## src/rtl/ime_pkg.sv

```systemverilog
package ime_pkg;
  // Strobes from the control FSM to the selection datapath
  typedef struct packed {
    logic svcGo;   // begin interrupt service this cycle
  } ctlStrb_t;
endpackage

```

## src/rtl/ime_ctrl.sv

```systemverilog
module ime_ctrl (
  input  logic             clk,
  input  logic             rst_n,
  input  logic             instrDone,
  input  logic             diStb,
  input  logic             eiStb,
  input  logic             retiStb,
  input  logic             haltStb,
  input  logic             pendAny,
  output logic             imeFlag,
  output logic             halted,
  output logic             fetchRepeat,
  output ime_pkg::ctlStrb_t strb
);
  logic eiArm;
  logic boundary;
  logic imeNext;
  logic takeNow;
  logic takeWake;

  always_comb begin
    boundary = instrDone && !halted;
    if (diStb)                  imeNext = 1'b0;
    else if (retiStb || eiArm)  imeNext = 1'b1;
    else                        imeNext = imeFlag;
    takeNow   = boundary && imeNext && pendAny;
    takeWake  = halted && imeFlag && pendAny;
    strb.svcGo = takeNow || takeWake;
  end

  always_ff @(posedge clk or negedge rst_n) begin
    if (!rst_n) begin
      imeFlag     <= 1'b0;
      eiArm       <= 1'b0;
      halted      <= 1'b0;
      fetchRepeat <= 1'b0;
    end else if (halted) begin
      if (pendAny) begin
        halted <= 1'b0;
        if (imeFlag) imeFlag <= 1'b0;
      end
    end else if (boundary) begin
      imeFlag     <= takeNow ? 1'b0 : imeNext;
      eiArm       <= eiStb;
      halted      <= haltStb && !pendAny;
      fetchRepeat <= haltStb && !imeNext && pendAny;
    end
  end


  ime_clr_on_svc_chk: assert property (@(posedge clk) disable iff (!rst_n)
    strb.svcGo |=> !imeFlag);

  halt_exit_chk: assert property (@(posedge clk) disable iff (!rst_n)
    (halted && pendAny) |=> !halted);

  repeat_src_chk: assert property (@(posedge clk) disable iff (!rst_n)
    $rose(fetchRepeat) |-> $past(instrDone && haltStb));

  ime_rise_chk: assert property (@(posedge clk) disable iff (!rst_n)
    $rose(imeFlag) |-> $past(boundary && (retiStb || eiArm)));

  no_sleep_on_take_chk: assert property (@(posedge clk) disable iff (!rst_n)
    takeNow |=> !halted);
endmodule

```

## src/rtl/irq_sel.sv

```systemverilog
module irq_sel #(
  parameter int NUM_IRQ  = 5,
  parameter int ADDR_W   = 16,
  parameter int VEC_BASE = 'h40,
  parameter int VEC_STEP = 8
) (
  input  logic              clk,
  input  logic              rst_n,
  input  logic [NUM_IRQ-1:0] ieReg,
  input  logic [NUM_IRQ-1:0] ifReg,
  input  ime_pkg::ctlStrb_t  strb,
  output logic              pendAny,
  output logic              svcStart,
  output logic [NUM_IRQ-1:0] svcAck,
  output logic [ADDR_W-1:0]  svcVector
);
  localparam int IDX_W = (NUM_IRQ > 1) ? $clog2(NUM_IRQ) : 1;

  logic [NUM_IRQ-1:0] pend;
  logic [IDX_W-1:0]   selIdx;
  logic [NUM_IRQ-1:0] selOneHot;
  logic [ADDR_W-1:0]  vecCalc;

  always_comb begin
    pend    = ieReg & ifReg;
    pendAny = |pend;
    selIdx  = '0;
    for (int i = NUM_IRQ - 1; i >= 0; i--) begin
      if (pend[i]) selIdx = IDX_W'(i);
    end
    selOneHot = NUM_IRQ'(1) << selIdx;
    vecCalc   = ADDR_W'(VEC_BASE) + ADDR_W'(selIdx) * ADDR_W'(VEC_STEP);
  end

  always_ff @(posedge clk or negedge rst_n) begin
    if (!rst_n) begin
      svcStart  <= 1'b0;
      svcAck    <= '0;
      svcVector <= '0;
    end else begin
      svcStart <= strb.svcGo;
      svcAck   <= strb.svcGo ? selOneHot : '0;
      if (strb.svcGo) svcVector <= vecCalc;
    end
  end


  ack_onehot_chk: assert property (@(posedge clk) disable iff (!rst_n)
    svcStart |-> ($countones(svcAck) == 1));

  ack_idle_chk: assert property (@(posedge clk) disable iff (!rst_n)
    !svcStart |-> (svcAck == '0));

  ack_was_pending_chk: assert property (@(posedge clk) disable iff (!rst_n)
    svcStart |-> (($past(pend) & svcAck) == svcAck));
endmodule

```

## src/rtl/irq_sleep_ctrl.sv

```systemverilog
module irq_sleep_ctrl #(
  parameter int NUM_IRQ  = 5,
  parameter int ADDR_W   = 16,
  parameter int VEC_BASE = 'h40,
  parameter int VEC_STEP = 8
) (
  input  logic               clk,
  input  logic               rst_n,
  input  logic               instrDone,
  input  logic               diStb,
  input  logic               eiStb,
  input  logic               retiStb,
  input  logic               haltStb,
  input  logic [NUM_IRQ-1:0] ieReg,
  input  logic [NUM_IRQ-1:0] ifReg,
  output logic               imeFlag,
  output logic               halted,
  output logic               fetchRepeat,
  output logic               svcStart,
  output logic [NUM_IRQ-1:0] svcAck,
  output logic [ADDR_W-1:0]  svcVector
);
  ime_pkg::ctlStrb_t strb;
  logic pendAny;

  ime_ctrl u_ctrl (
    .clk(clk), .rst_n(rst_n), .instrDone(instrDone),
    .diStb(diStb), .eiStb(eiStb), .retiStb(retiStb), .haltStb(haltStb),
    .pendAny(pendAny), .imeFlag(imeFlag), .halted(halted),
    .fetchRepeat(fetchRepeat), .strb(strb)
  );

  irq_sel #(
    .NUM_IRQ(NUM_IRQ), .ADDR_W(ADDR_W), .VEC_BASE(VEC_BASE), .VEC_STEP(VEC_STEP)
  ) u_sel (
    .clk(clk), .rst_n(rst_n), .ieReg(ieReg), .ifReg(ifReg), .strb(strb),
    .pendAny(pendAny), .svcStart(svcStart), .svcAck(svcAck), .svcVector(svcVector)
  );
endmodule

```

## config.mk

```make
export PLATFORM = sky130hd
export DESIGN_NAME = irq_sleep_ctrl
export DESIGN_NICKNAME = d
export VERILOG_FILES = /design/src/rtl/ime_pkg.sv /design/src/rtl/ime_ctrl.sv /design/src/rtl/irq_sel.sv /design/src/rtl/irq_sleep_ctrl.sv
export SDC_FILE = /design/constraint.sdc
export NUM_CORES = 1
export LEC_CHECK = 0
export BUFFER_PORTS_ARGS = -buffer_cell sky130_fd_sc_hd__buf_2
export CORE_MARGIN = 3
export CORE_UTILIZATION = 40
export DETAILED_ROUTE_END_ITERATION = 8
export GPL_ROUTABILITY_DRIVEN = 0
export PLACE_DENSITY = 0.74
export SYNTH_ARGS = -nofsm -noshare
export SYNTH_HDL_FRONTEND = slang
export SYNTH_SLANG_ARGS = --single-unit
```

## constraint.sdc

```tcl
create_clock -name clk -period 1.5 [get_ports clk]
set_input_delay 0.075 -clock clk [delete_from_list [all_inputs] [get_ports clk]]
set_output_delay 0.075 -clock clk [all_outputs]
set_load 0.01 [all_outputs]
```

==> run summary <==
Reg2Reg Depth: 5
R2R Path Start: u_ctrl.halted$_DFF_PN0_
fin. max-slew vios: 0
P&R area growth vs syn: 23.7%
IO buf count: 29
cell area after layout: 921 sq um
Core ar.: 1630 sq um
R2R setup slack: 120 ps
maximum VDD drop: 0.000650 V
sequential share of power: 0.484
DIE HEIGHT: 49.1 um
setup ws final: 116 ps
CTS Buf Count: 3
final net count: 119
synthesized cell area: 744 sq um
chip width: 49.1 um
pre-CTS WS: 57.4 ps
num ports: 42
clock latency on the worst-skew pair: 270 ps
initial antenna violation count: 0
FILL cells: 152
combinational power share: 0.225
WHS: 34.4 ps
clk sinks: 14
final antenna-violating net count: 0
GRT overflow: 0
f_max: 0.722 GHz
startpoint types: flop
worst hold start: eiStb
CTS tree: done
unrepaired setup endpoints after global routing: false
total wire length: 1.43 mm
Mapped Avg Cell Area: 10.9 sq um
Int Pwr: 645 uW
outcome: finished clean
setup TNS: 0 ps
post-synth cell types: 28
Vias: 560
sequential-to-total area share from yosys stat: 0.471
sw power: 245 uW
CP max FO: 5
final worst path period share: 0.923
FP Rows: 14
Static Leak: 0.000486 uW
clock skew: 11.2 ps
fraction of layout instances using a drive strength above 1: 0.416
Final Hold Vio Count: 0
post-CTS setup buffers: 0
Antenna Cells: 0
vias in the first global route: 530
H-Tree Level Count: 1
via/cell ratio: 4.48
GRT Overall Usage: 0.122
total power per unit cell area: 967 nW/um^2
Multi-input gate area: 342 sq um
Worst EP arrival: 1610 ps
detailed placement HPWL: 1.16 mm
final core occ: 0.565
Syn. warnings: 0
path type of the worst setup path: flop to flop
Starting DRT DRC Count: 5
Clk pwr share: 0.291
Total Die Area: 2410 sq um
Worst-path clk slew: 90 ps
Root Driver: clkbuf_4
WHS Path Cells: 2
WL/cell: 11.4 um
dpl cell area: 867 sq um
largest net degree at the start of global routing: 15
Min-Delay Path Class: input pin to flop
Sw Share: 0.275
DRC Markers: 0
FF/Latch Area: 350 sq um
global-route wire length before repair: 2.21 mm
Setup Viol. Count Final: 0
WP data required: 1720 ps
Crit. Startpoint: u_ctrl.halted$_DFF_PN0_
Critical Path End Type: flop
Initial Utilization: 0.457
max cap viols: 0
clock period minus worst slack: 1380 ps
cell count after synthesis: 68
DRT Pass-1 Iters: 4
Seq cells post-synth: 14
clock tree buffer depth: 2
## worst max-delay path: stages (launching register included)
cell	delay (ps)
dfrtp_1	430
buf_4	170
nand2b_4	150
or3_1	340
a21oi_1	150
a21o_1	100
## what timing repair did
action                     in CTS  in global routing
setup endpoints to repair       0                  2
gates resized for setup         0                  1
hold buffers                    1                  0
hold endpoints to repair       14                  0
## routing by layer
layer | global-route usage | wire length, um | part of all wire | vias to the layer above
met5 | 0 | 0 | 0 | -
met4 | 0.0427 | 10 | 0.0070 | 0
met3 | 0.0581 | 126 | 0.088 | 2
met2 | 0.212 | 712 | 0.50 | 26
met1 | 0.126 | 583 | 0.41 | 248
li1 | - | - | - | 284
## sequential cells by signal, indices dropped and copies added (netlist names)
name	flops
u_sel.svcAck	5
u_sel.svcVector	4
u_ctrl.eiArm	1
u_sel.svcStart	1
u_ctrl.halted	1
u_ctrl.fetchRepeat	1
u_ctrl.imeFlag	1
## cell usage after synthesis
cell,count,area (sq um)
o21ai_0,3,15.0
nor4_1,1,6.26
buf_4,12,90.1
o22a_1,1,8.76
a2111oi_4,1,27.5
a21oi_1,2,10.0
or3_1,1,6.26
a22oi_4,1,21.3
and4_4,1,11.3
mux2_2,1,11.3
o21ba_2,1,10.0
o22ai_2,1,12.5
nand4_1,1,6.26
or2_1,1,6.26
nand2b_4,1,13.8
nor2_1,5,18.8
nor3b_1,1,7.51
and3_2,1,7.51
and2b_1,1,7.51
dfrtp_1,14,350
and2_1,1,6.26
buf_6,1,11.3
conb_1,1,3.75
o31ai_1,3,22.5
a32o_1,1,10.0
nor3_1,1,5.00
a21o_1,1,7.51
nand2_1,8,30.0
## path summary, 6_finish.rpt
| kind | to |
|---|---|
| max | u_ctrl.imeFlag$_DFFE_PN0P_ |
| min | u_ctrl.eiArm$_DFFE_PN0P_ |
| max reg2reg | u_ctrl.imeFlag$_DFFE_PN0P_ |
| min reg2reg | u_sel.svcVector[6]$_DFFE_PN0P_ |
| max in group asynchronous | u_sel.svcVector[6]$_DFFE_PN0P_ |
| min in group asynchronous | u_sel.svcVector[3]$_DFFE_PN0P_ |
## stage by stage
stage	power, uW	std cells
floorplan	577	79
global placement	626	120
detailed placement	632	120
CTS	898	125
global route	946	125
finish	890	125
## power groups by stage
stage | registers (uW) | logic [uW] | clock network (uW)
after global placement | 435 | 191 | 0
final | 431 | 201 | 259
after detailed placement | 437 | 195 | 0
after floorplan | 452 | 125 | 0
after CTS | 430 | 198 | 271
after global routing | 435 | 222 | 289
## cell type report
| class | count | area share |
|---|---|---|
| well taps | 24 | 0.0326 |
| multi-input cells | 52 | 0.371 |
| repair buffers | 31 | 0.177 |
| flip-flops and latches | 14 | 0.380 |
| clock buffers | 4 | 0.0394 |
## kinds of logic (layout without fill, tap and decap cells)
logic type,count (synthesis),in the layout,synth area share
flip-flops,14,14,0.471
buffers and inverters,13,35,0.136
AND/OR/NAND/NOR,24,24,0.178
multiplexers,1,1,0.0151
other,1,12,0.00504
AO/OA/AOI/OAI,15,15,0.195
## cells in the final DEF (no fill, tap or decap), drive strengths merged, types with 2 or more instances in the layout
cell     n
clkbuf   4
nand2    8
a21oi    2
o21ai    3
conb    12
dfrtp   14
o31ai    3
nor2     5
buf     30
(Power assumes the default switching activity.)
